<file path="src/rtl/dgc_pkg.sv">
package dgc_pkg;
  localparam int EN_BIT   = 0;
  localparam int NMI_BIT  = 1;
  localparam int AE_BIT   = 2;
  localparam int COD_BIT  = 4;
  localparam int PRIO_LSB = 8;
  localparam int OD_BIT   = 15;
  localparam int NFLAG    = 2;

  function automatic int flag_pos(input int idx);
    return (idx == 0) ? NMI_BIT : AE_BIT;
  endfunction
endpackage

</file>
<file path="src/rtl/dgc_flag.sv">
module dgc_flag (
  input  logic clk,
  input  logic rst,
  input  logic set_evt,
  input  logic rd,
  input  logic wr,
  input  logic wbit,
  output logic flag
);
  logic armed;

  always_ff @(posedge clk) begin
    if (rst) begin
      flag  <= 1'b0;
      armed <= 1'b0;
    end else begin
      if (set_evt)
        flag <= 1'b1;
      else if (wr && !wbit && armed)
        flag <= 1'b0;
      if (wr)
        armed <= 1'b0;
      else if (rd && flag)
        armed <= 1'b1;
    end
  end
endmodule

</file>
<file path="src/rtl/dgc_cfg.sv">
module dgc_cfg #(
  parameter int DW        = 32,
  parameter int PRIO_W    = 2,
  parameter bit COD_WR_EN = 1'b1
) (
  input  logic              clk,
  input  logic              rst,
  input  logic              wr,
  input  logic [DW-1:0]     wdata,
  input  logic              cod_evt,
  output logic              en,
  output logic [PRIO_W-1:0] prio,
  output logic              od,
  output logic              cod
);
  import dgc_pkg::*;

  localparam logic [DW-1:0] PRIO_MASK = ((DW'(1) << PRIO_W) - DW'(1)) << PRIO_LSB;
  localparam logic [DW-1:0] USED_MASK = PRIO_MASK | (DW'(1) << EN_BIT)
                                      | (DW'(1) << OD_BIT) | (DW'(1) << COD_BIT);

  logic unused_wbits;
  assign unused_wbits = ^(wdata & ~USED_MASK);

  always_ff @(posedge clk) begin
    if (rst) begin
      en   <= 1'b0;
      prio <= '0;
      od   <= 1'b0;
    end else if (wr) begin
      en   <= wdata[EN_BIT];
      prio <= wdata[PRIO_LSB +: PRIO_W];
      od   <= wdata[OD_BIT];
    end
  end

  generate
    if (COD_WR_EN) begin : g_cod_rw
      always_ff @(posedge clk) begin
        if (rst)                          cod <= 1'b0;
        else if (cod_evt)                 cod <= 1'b1;
        else if (wr && !wdata[COD_BIT])   cod <= 1'b0;
      end
    end else begin : g_cod_ro
      always_ff @(posedge clk) begin
        if (rst)          cod <= 1'b0;
        else if (cod_evt) cod <= 1'b1;
      end
    end
  endgenerate
endmodule

</file>
<file path="src/rtl/dma_glb_ctrl.sv">
module dma_glb_ctrl #(
  parameter int DW        = 32,
  parameter int PRIO_W    = 2,
  parameter bit COD_WR_EN = 1'b1
) (
  input  logic              clk,
  input  logic              rst,
  input  logic              cpu_rd,
  input  logic              cpu_wr,
  input  logic [DW-1:0]     cpu_wdata,
  output logic [DW-1:0]     cpu_rdata,
  input  logic              addr_err_evt,
  input  logic              nmi_evt,
  input  logic              cod_evt,
  input  logic              ch0_ack,
  output logic              dma_en,
  output logic [PRIO_W-1:0] prio_mode,
  output logic              ondemand,
  output logic              ch0_cfg_wr_mask,
  output logic              ch0_ack_pin
);
  import dgc_pkg::*;

  logic [NFLAG-1:0] flag_evt;
  logic [NFLAG-1:0] flag_q;
  logic             en_q, od_q, cod_q;
  logic [PRIO_W-1:0] prio_q;

  assign flag_evt[0] = nmi_evt;
  assign flag_evt[1] = addr_err_evt;

  generate
    for (genvar i = 0; i < NFLAG; i++) begin : g_flag
      dgc_flag u_flag (
        .clk    (clk),
        .rst    (rst),
        .set_evt(flag_evt[i]),
        .rd     (cpu_rd),
        .wr     (cpu_wr),
        .wbit   (cpu_wdata[flag_pos(i)]),
        .flag   (flag_q[i])
      );
    end
  endgenerate

  dgc_cfg #(.DW(DW), .PRIO_W(PRIO_W), .COD_WR_EN(COD_WR_EN)) u_cfg (
    .clk    (clk),
    .rst    (rst),
    .wr     (cpu_wr),
    .wdata  (cpu_wdata),
    .cod_evt(cod_evt),
    .en     (en_q),
    .prio   (prio_q),
    .od     (od_q),
    .cod    (cod_q)
  );

  always_comb begin
    cpu_rdata                          = '0;
    cpu_rdata[EN_BIT]                  = en_q;
    cpu_rdata[COD_BIT]                 = cod_q;
    cpu_rdata[PRIO_LSB +: PRIO_W]      = prio_q;
    cpu_rdata[OD_BIT]                  = od_q;
    for (int i = 0; i < NFLAG; i++)
      cpu_rdata[flag_pos(i)]           = flag_q[i];
  end

  assign dma_en          = en_q & ~(|flag_q);
  assign prio_mode       = prio_q;
  assign ondemand        = od_q;
  assign ch0_cfg_wr_mask = od_q;
  assign ch0_ack_pin     = ch0_ack ^ od_q;
endmodule

</file>
<file path="config.mk">
export PLATFORM = sky130hd
export DESIGN_NAME = dma_glb_ctrl
export DESIGN_NICKNAME = d
export VERILOG_FILES = /design/src/rtl/dgc_pkg.sv /design/src/rtl/dgc_flag.sv /design/src/rtl/dgc_cfg.sv /design/src/rtl/dma_glb_ctrl.sv
export SDC_FILE = /design/constraint.sdc
export NUM_CORES = 1
export LEC_CHECK = 0
export BUFFER_PORTS_ARGS = -buffer_cell sky130_fd_sc_hd__buf_2
export CAP_MARGIN = 20
export CORE_MARGIN = 2
export CORE_UTILIZATION = 34
export DETAILED_ROUTE_END_ITERATION = 12
export PLACE_DENSITY_LB_ADDON = 0.3
export SYNTH_ARGS = -nofsm -noshare
export SYNTH_HDL_FRONTEND = slang
export SYNTH_SLANG_ARGS = --single-unit
</file>
<file path="constraint.sdc">
create_clock -name clk -period 1.29 [get_ports clk]
set_input_delay 0 -clock clk [delete_from_list [all_inputs] [get_ports clk]]
set_output_delay 0 -clock clk [all_outputs]
set_load 0.03 [all_outputs]
</file>
* Yosys cells after proc, flatten, opt, wreduce, memory -nomap -nowiden
Cells that the tools add are included.
W data, S select, Z words.
** Word-level totals
- Register bits after elaboration :: 9
- Input port bits :: 40
- Output and inout bits :: 38
- Logic and storage cells :: 32
** Operators by class
- Mux-type cells :: 6
- Bitwise operators :: 3
- Reduce and logical (&&, ||, !) cells :: 15
** Operator list (number)
- $logic_and A1 B1 Y1 :: 7
- $mux W1 :: 6
- $reduce_bool A2 Y1 :: 3
- $reduce_or A2 Y1 :: 2
- $logic_not A1 Y1 :: 3
- $and A1 B1 Y1 :: 1
- $not A1 Y1 :: 1
- $xor A1 B1 Y1 :: 1

* Longest topological paths before layout
Gate-level depths: netlist of run 1.
- Word-level depth :: 5
- Depth in mapped cells :: 3
- Gate-level depth less buffers :: 2

* Modules after synthesis
Synthesis of run 1 repeated with hierarchy kept, for this count alone.
** Unflattened totals
- Cells, all modules :: 65
- Area total of the unflattened synthesis :: 603.1 um2
** By module, submodules not included
- dma_glb_ctrl :: instances 1, cells each 34, area an instance 257.7 um2, seq. area each 0.0 um2
- dgc_cfg :: instances 1, cells each 17, area an instance 192.7 um2, seq. area each 100.1 um2
- dgc_flag :: instances 2, cells each 7, area an instance 76.3 um2, seq. area each 40.0 um2

* Worst setup path after synthesis of run 1
Ideal clock, no wire load.
- Path kind :: register to output
- Start point :: register u_cfg.od
- End point :: output port ch0_ack_pin
- Data arrival time :: 1084 ps
- Data required time :: 1290 ps
- Slack :: 206 ps
- Cell stages (with the launch flop) :: 2
- Buffers on the path :: 0
- Cells stage by stage :: dfxtp_1 xor2_1
** Between the ends
- Word-level cells in the longest chain between the ends :: 1
** RTL lines
- from (decl) :: line dgc_cfg.sv:13 : output logic od,
- from (signal assigned) :: line dgc_cfg.sv:33 : od <= wdata[OD_BIT];
- $xor A1 B1 Y1 :: line dma_glb_ctrl.sv:72 : assign ch0_ack_pin = ch0_ack ^ od_q;
- to (decl) :: line dma_glb_ctrl.sv:20 : output logic ch0_ack_pin
Every way passes these cells.

* Worst setup path in the final report of run 1
- Start point :: register g_flag[0].u_flag.flag
- End point :: output port dma_en
** Between the ends
- Word-level cells in the longest chain between the ends :: 3
** RTL lines
- from (decl) :: line dgc_flag.sv:8 : output logic flag
- from (signal assigned) :: line dgc_flag.sv:14 : flag <= 1'b0;
- from (signal assigned) :: line dgc_flag.sv:18 : flag <= 1'b1;
- from (signal assigned) :: line dgc_flag.sv:20 : flag <= 1'b0;
- $reduce_or A2 Y1 :: line dma_glb_ctrl.sv:68 : assign dma_en = en_q & ~(|flag_q);
- $not A1 Y1 :: line dma_glb_ctrl.sv:68
- $and A1 B1 Y1 :: line dma_glb_ctrl.sv:68
- to (decl) :: line dma_glb_ctrl.sv:16 : output logic dma_en,
Every way passes these cells.

==> results of run 1 <==
-- cell families after synthesis --
logic type      count (synthesis)
buf+inv                        35
simple gates                   16
flops                           9
mux                             4
compound gates                  2
xor+xnor                        1
other cells                     1
-- worst max-delay path, stage by stage, from the launching register on --
cell and delay [ps]:
dfxtp_1 340, nor3b_1 200, buf_2 230
-- worst max-delay path by stage --
stage / cells after the start / endpoint / slack (ps) / start
detailed placement: 2 / g_flag[0].u_flag.flag$_SDFFE_PP0P_ / 500 / g_flag[0].u_flag.armed$_SDFFE_PP0P_
global route: 2 / ch0_ack_pin / 180 / u_cfg.od$_SDFFE_PP0P_
finish: 2 / dma_en / 270 / g_flag[0].u_flag.flag$_SDFFE_PP0P_
floorplan: 1 / ch0_ack_pin / 210 / u_cfg.od$_SDFFE_PP0P_
global placement: 2 / g_flag[1].u_flag.flag$_SDFFE_PP0P_ / 520 / g_flag[1].u_flag.armed$_SDFFE_PP0P_
CTS: 2 / dma_en / 230 / g_flag[0].u_flag.flag$_SDFFE_PP0P_
-- placed cells by master (no fill, tap or decap) --
cell | synthesis | layout
nor2_1 | 7 | 7
dfxtp_1 | 9 | 9
nor3b_1 | 1 | 1
conb_1 | 1 | 25
a21oi_1 | 2 | 2
clkbuf_4 | 0 | 3
clkinv_2 | 0 | 1
dlygate4sd3_1 | 0 | 5
nor3b_2 | 1 | 1
nor3_2 | 3 | 3
nor3_1 | 2 | 2
nor4bb_4 | 2 | 2
mux2i_1 | 4 | 4
xor2_1 | 1 | 1
buf_2 | 1 | 27
-- stage by stage --
step           instances  utilization, %  power [µW]
6_report             118            40.9         779
5_1_grt              118            40.9         827
4_1_cts              118            40.9         793
3_5_place_dp         109            36.4         557
3_3_place_gp         109            36.4         554
2_1_floorplan         92               -         584
-- area by class of cell --
cell class	instances	area (µm²)	share of cell area, %
flip-flops and latches	9	180	25.3
clock buffers	3	22.5	3.16
repair buffers	32	185	26.0
multi-input cells	48	289	40.5
well taps	25	31.3	4.39
clock inverters	1	5.00	0.702
-- power by group through the flow --
stage | logic, µW | registers, µW | clock network [µW]
2_1_floorplan | 262 | 322 | 0
5_1_grt | 274 | 309 | 244
4_1_cts | 256 | 306 | 230
6_report | 256 | 306 | 216
3_5_place_dp | 244 | 312 | 0
3_3_place_gp | 242 | 312 | 0
-- what timing repair did --
| action | 4_1_cts | 5_1_grt |
|---|---|---|
| endpoints found under the hold margin | 5 | 0 |
| buffers inserted | 0 | 0 |
| hold buffers | 5 | 0 |
-- metal layers --
layer	vias to the layer above	global-route usage [%]	share of wire (%)
li1	211	-	-
met5	-	0	0
met1	186	10.6	39
met2	27	15.4	50
met4	0	1.67	0
met3	0	6.79	11
-- flip-flops by register name (all words and copies together) (netlist names) --
register	count
g_flag.u_flag.armed	2
u_cfg.od	1
u_cfg.cod	1
g_flag.u_flag.flag	2
u_cfg.prio	2
u_cfg.en	1
==> impl_metrics.ini, run 1 <==
[run_status]
status = completed

[synth]
async_reset_ff_share_pct = 0
avgSynthCellArea_um2 = 9.46
synthTopCellsByArea = buf_4 39%, dfxtp_1 28%, nor4bb_4 7.8%
synth_cells = 68
synth-adder-area-share_pct = 0
synth-seq-area-share_pct = 28.0
ys.flop_type = dfxtp_1
yosysMostFrequentCell = buf_4
syn-cell-area_um2 = 643
synth_compound_area_share_pct = 1.56
synth_edf_count = 0
synthMuxAreaShare_pct = 6.23
synth_common_cells = 33 x buf_4, 9 x dfxtp_1, 7 x nor2_1, 4 x mux2i_1, 3 x nor3_2
synth_area_leader_cell = buf_4
synth_xor_area_share_pct = 1.36
ys_types = 14
yosysWarnings = 0
yosys.area.top_type_share_pct = 38.5
yosys.area_share.simple_pct = 21.2
ys_seq_elements = 9
synth_top_family_by_area = buffers and inverters

[cts]
ctsResizeCount = 0
cts_tree = done
cts_num_sinks = 9
clk_latency_ps = 260
htreeDepth = 1
cts.reportedPaths.clkPinSlew_ps = 60
clockBufferDepth = 2
numCtsBuffers = 3
cts_root_buf = clkbuf_4

[pwr]
p_comb_share_pct = 32.9
cellPowerDensity_nw_per_um2 = 1090
irDropWorstVdd_v = 0.000550
p_sw_share_pct = 39.2
pwr-share-clk_pct = 27.8
p_leak_uw = 0.000385
p_int_uw = 474
switchingPower_uw = 305
power_frac_seq_pct = 39.3

[worst_setup_path]
critPathCaptureType = output port
crit_type = flip-flop to output port
cp_data_required_time_ps = 1290
r2r_slack_ps = 490
critPathArrivalTime_ps = 1020
critPathLaunchType = flip-flop
crit_fanout = 4
timing.rr.start = g_flag[0].u_flag.armed$_SDFFE_PP0P_
reg2reg_depth = 2
r2r-end = g_flag[0].u_flag.flag$_SDFFE_PP0P_

[global_routing]
grt_pass1_vias = 357
grt_start_max_net_pins = 10
grt_pass1_wl_mm = 1.42
antenna_found_initial = 0
grt_remaining_overflow = 0
track_usage_pct = 9.60

[die]
coreArea_um2 = 1750
die_h_um = 47.5
die_w_um = 47.5
io_pins = 78
initial_utilization_pct = 36.8
rows = 15
dieArea_um2 = 2260

[sta]
timing_hold_violations_final = 0
setup_ws_ps = 273
final.setup.tns_ps = 0
finalMaxSlewViolations = 0
fmax_mhz = 983
hold-worst-slack_ps = 23.9
skew_ps = 2.08
setup_violations = 0
rsz0062_at_grt = false
min_period_over_period_pct = 78.8
fin_crit_ps = 1020

[flow_run]
maxCapViolCount = 0

[placement]
portBuffers = 27
finalWeightedCongestion = 0.582
place_area_um2 = 636
dp_slack_ps = 498
dp_hpwl_um = 755

[hold_path]
hold_path.startpoint = nmi_evt
min_to = g_flag[0].u_flag.flag$_SDFFE_PP0P_
hp-class = primary input to flip-flop
whs_path_depth = 3

[routing]
first_iter_violations = 3
antenna_left = 0
drc = 0
avgViaCountPerCell = 3.59
vias = 424
wl_per_cell_um = 8.42
firstDrtPassIters = 2
drt_wl_total_um = 993

[final_layout]
fin_area_um2 = 713
syn_to_final_growth_pct = 10.9
fill_cells = 179
diodes = 0
fin_nets = 134
drive_gt1_share_pct = 39.8
Power figures use the tool's default switching activity.
==> run 2: changes to the inputs <==
- ABC_AREA: default -> 1
- CORE_UTILIZATION: 34 -> 29
- clock period: 1.29 -> 0.9 ns (I/O delays scaled with it)
==> impl_metrics.ini, run 2 <==
[final_layout]
syn_to_final_growth_pct = 21.8
diodes = 0
top_regs = g_flag.u_flag.armed (2), g_flag.u_flag.flag (2), u_cfg.prio (2)
fill_cells = 226
drive_gt1_share_pct = 46.4
fin_nets = 153
layout_common_cells = 25 x conb_1, 23 x buf_2, 12 x nand2_1
layout.cells.non_filler = 140
final_common_cell = conb_1
fin_util_pct = 36.7

[sta]
skew_ps = 0.0908
setup_ws_ps = -10.8
fmax_mhz = 1100
setup_violations = 3
min_period_over_period_pct = 101
final.setup.tns_ps = -22.2
rsz0062_at_grt = true
timing_hold_violations_final = 0
finalMaxSlewViolations = 0
fin_crit_ps = 911

[global_routing]
antenna_found_initial = 0
track_usage_pct = 8.40
grt_pass1_vias = 417
grt_remaining_overflow = 0
grt_pass1_wl_mm = 1.64
grt_start_max_net_pins = 9

[placement]
dp_cells = 126
dp_hpwl_um = 837
portBuffers = 27
finalWeightedCongestion = 0.702
dp_slack_ps = 146

[pwr]
p_leak_uw = 0.000453
irDropWorstVdd_v = 0.000695
cellPowerDensity_nw_per_um2 = 1410

[worst_setup_path]
r2r-end = g_flag[1].u_flag.armed$_SDFFE_PP0P_
critPathArrivalTime_ps = 910
crit_type = flip-flop to output port
reg2reg_depth = 6
crit_fanout = 5
worstSetupStartpoint = u_cfg.od$_SDFFE_PP0P_
timing.rr.start = g_flag[1].u_flag.flag$_SDFFE_PP0P_
critPathCaptureType = output port
cp_data_required_time_ps = 900
r2r_slack_ps = -10
critPathLaunchType = flip-flop

[die]
die_h_um = 51.7
rows = 17
io_pins = 78
coreArea_um2 = 2190
dieArea_um2 = 2680
die_w_um = 51.7
initial_utilization_pct = 30.2

[cts]
numCtsBuffers = 3
cts.reportedPaths.clkPinSlew_ps = 60
cts_root_buf = clkbuf_4
cts_tree = done
cts_num_sinks = 9
htreeDepth = 1
clk_latency_ps = 250
clockBufferDepth = 2

[routing]
first_iter_violations = 2
antenna_left = 0
firstDrtPassIters = 3
vias = 498
wl_per_cell_um = 7.79
drc = 0
drt_wl_total_mm = 1.09
avgViaCountPerCell = 3.56

[hold_path]
whs_path_depth = 3
hold_path.startpoint = cpu_wdata[8]
hp-class = primary input to flip-flop
min_to = u_cfg.prio[0]$_SDFFE_PP0P_

[synth]
synth-adder-area-share_pct = 0
synthTopCellsByArea = buf_4 39%, dfxtp_1 27%, a21oi_2 9.3%
synth_common_cells = 34 x buf_4, 12 x nand2_1, 9 x dfxtp_1, 9 x inv_1, 7 x a21oi_2
yosys.area.top_type_share_pct = 38.6
synth_top_family_by_area = buffers and inverters
synth_compound_area_share_pct = 12.1
synth-seq-area-share_pct = 27.3
async_reset_ff_share_pct = 0
synth_xor_area_share_pct = 1.33
synth_edf_count = 0
yosys.area_share.simple_pct = 11.9
ys_types = 14
yosysWarnings = 0
synth_area_leader_cell = buf_4
ys_seq_elements = 9
syn-cell-area_um2 = 661
synth_cells = 82
ys.flop_type = dfxtp_1
avgSynthCellArea_um2 = 8.06
synthMuxAreaShare_pct = 0
yosysMostFrequentCell = buf_4

[run_status]
status = complete, but fails checks
violations = negative setup slack

[flow_run]
maxCapViolCount = 0
## run 2: final cells by class
class / instances / area [µm²] / area share [%]
Clock buffer: 4 / 26.3 / 3.27
Inverter: 10 / 42.5 / 5.29
Multi-Input combinational cell: 52 / 274 / 34.1
Sequential cell: 9 / 188 / 23.3
Tap cell: 28 / 35.0 / 4.35
Timing Repair Buffer: 37 / 239 / 29.7
## run 2: what timing repair did
item,4_1_cts,5_1_grt
pin swaps,1,1
buffers inserted,3,1
setup endpoints to repair,5,3
hold buffers,6,0
hold endpoints to repair,6,0
resized for setup,8,4
## run 2: worst max path at each step
stage,endpoint,slack [ps],depth (start not counted)
2_1_floorplan,ch0_ack_pin,-50,1
3_3_place_gp,ch0_ack_pin,170,2
3_5_place_dp,ch0_ack_pin,150,2
4_1_cts,ch0_ack_pin,-30,2
5_1_grt,dma_en,-80,2
6_report,ch0_ack_pin,-10,2
## run 2: stage by stage
stage,power [µW],instance area (µm²),hold WS (ps)
final,1140,805,15.7
after global routing,1210,805,0.467
after CTS,1150,792,6.77
after detailed placement,796,667,254
after global placement,794,667,253
after floorplan,842,763,116
## run 2: power by group
group          total [µW]  internal, µW  switching (µW)
Clock                 301           170             131
Combinational         400           113             286
Sequential            437           421            15.6
## run 2: per-layer routing
layer	global-route usage, %	routed length (µm)
met1	8.45	449
met2	15.4	504
met3	5.46	137
met4	0	0
met5	0	0
## run 2: kinds of logic after synthesis
logic type	after synthesis
buffers and inverters	45
AND/OR/NAND/NOR	16
AO/OA/AOI/OAI	10
flip-flops	9
XOR/XNOR	1
other	1
## run 2: critical path, cell delays in order (launching register included)
cell	delay, ps
dfxtp_4	370
xor2_2	140
buf_6	140
==> run 3: changes to the inputs <==
- CORE_UTILIZATION: 29 -> 35
- CTS_CLUSTER_DIAMETER: default -> 150
- CTS_CLUSTER_SIZE: default -> 30
- clock period: 0.9 -> 1.1 ns (I/O delays scaled with it)
==> impl_metrics.ini, run 3 (same netlist as run 2, synthesis figures left out) <==
[sta]
skew_ps = 6.77
finalMaxSlewViolations = 0
rsz0062_at_grt = false
fmax_mhz = 992
setup_violations = 0
fin_crit_ps = 1010
setup_ws_ps = 91.9
min_period_over_period_pct = 91.6
final.setup.tns_ps = 0
timing_hold_violations_final = 0

[global_routing]
track_usage_pct = 8.44
antenna_found_initial = 0
grt_pass1_vias = 303
grt_pass1_wl_mm = 1.27
grt_remaining_overflow = 0
grt_start_max_net_pins = 9

[placement]
finalWeightedCongestion = 0.674
dp_cells = 123
dp_hpwl_um = 812
portBuffers = 27
dp_slack_ps = 356

[final_layout]
syn_to_final_growth_pct = 11.6
drive_gt1_share_pct = 38.9
fin_nets = 149
layout_common_cells = 27 x buf_2, 25 x conb_1, 12 x nand2_1
final_common_cell = buf_2
diodes = 0
top_regs = g_flag.u_flag.armed (2), g_flag.u_flag.flag (2), u_cfg.prio (2)
layout.cells.non_filler = 133

[worst_setup_path]
timing.rr.start = g_flag[1].u_flag.armed$_SDFFE_PP0P_
cp_data_required_time_ps = 1100
critPathCaptureType = output port
worstSetupStartpoint = u_cfg.en$_SDFFE_PP0P_
cp_slowest_cell = dfxtp_1
path_cells = nor3b_1 > buf_2
critPathArrivalTime_ps = 1010
critical_path_buf_inv_count = 1
crit_fanout = 3
crit_type = flip-flop to output port
critPathLaunchType = flip-flop
max_stage_delay_ps = 350
critPathTopFamily = flip-flops

[routing]
first_iter_violations = 0
vias = 470
wl_per_cell_um = 7.52
avgViaCountPerCell = 3.53
drc = 0
drt_wl_total_mm = 1.00
antenna_left = 0
firstDrtPassIters = 1

[cts]
ctsResizeCount = 0
htreeDepth = 1
numCtsBuffers = 3
cts.reportedPaths.clkPinSlew_ps = 60
clockBufferDepth = 2
cts_tree = done
cts_num_sinks = 9
clk_latency_ps = 260
cts_root_buf = clkbuf_4

[pwr]
cellPowerDensity_nw_per_um2 = 1240
p_leak_uw = 0.000426
irDropWorstVdd_v = 0.000445

[hold_path]
hold_path.startpoint = cpu_wdata[4]
hp-class = primary input to flip-flop

[die]
io_pins = 78
initial_utilization_pct = 37.8
rows = 15
dieArea_um2 = 2250
die_w_um = 47.4
coreArea_um2 = 1750
die_h_um = 47.4

[flow_run]
maxCapViolCount = 0

[run_status]
status = completed
==> run 3: worst register-to-register path, cell delays in order, from the launching register on <==
cell and delay, ps:
dfxtp_1 360, nand3_2 80, nand2_1 80, a21oi_2 50
==> run 3: per-stage QoR <==
step / area [µm²] / total power [µW] / hold slack (ps) / util [%]
finish: 737 / 912 / 18.4 / 42.2
CTS: 737 / 921 / 14.5 / 42.2
global route: 737 / 949 / 28.0 / 42.2
floorplan: 751 / 686 / 144 / -
global placement: 651 / 645 / 253 / 37.3
detailed placement: 651 / 647 / 253 / 37.3
==> run 3: path summary, 6_finish.rpt <==
path / end / slack, ps / cells after the start
hold / removal: u_cfg.cod$_SDFFE_PP0P_ / 20 / 3
setup reg to reg: g_flag[1].u_flag.flag$_SDFFE_PP0P_ / 420 / 3
hold reg to reg: u_cfg.cod$_SDFFE_PP0P_ / 460 / 2
setup / recovery: dma_en / 90 / 2
==> run 3: area by class of cell <==
cell class | instances | area [µm²]
inverters | 10 | 42.5
flip-flops and latches | 9 | 180
clock buffers | 4 | 26.3
repair buffers | 33 | 195
multi-input cells | 52 | 262
well taps | 25 | 31.3
fillers | 183 | 1010
==> run 3: metal layers <==
layer  routed length, µm  track usage, %
met1                 431            10.1
met3                 150            3.77
met5                   0               0
met4                   8            6.67
met2                 410            11.6
==> run 3: repair_timing <==
action | 4_1_cts | 5_1_grt
buffers inserted | 0 | 0
hold endpoints to repair | 6 | 0
hold buffers | 6 | 0
==> run 3: report_power, final <==
| group | leakage [µW] | internal (µW) | total, µW | switching [µW] |
|---|---|---|---|---|
| clock | 0.0000150 | 140 | 256 | 117 |
| combinational | 0.000337 | 71.9 | 297 | 225 |
| sequential | 0.0000744 | 344 | 358 | 14.0 |
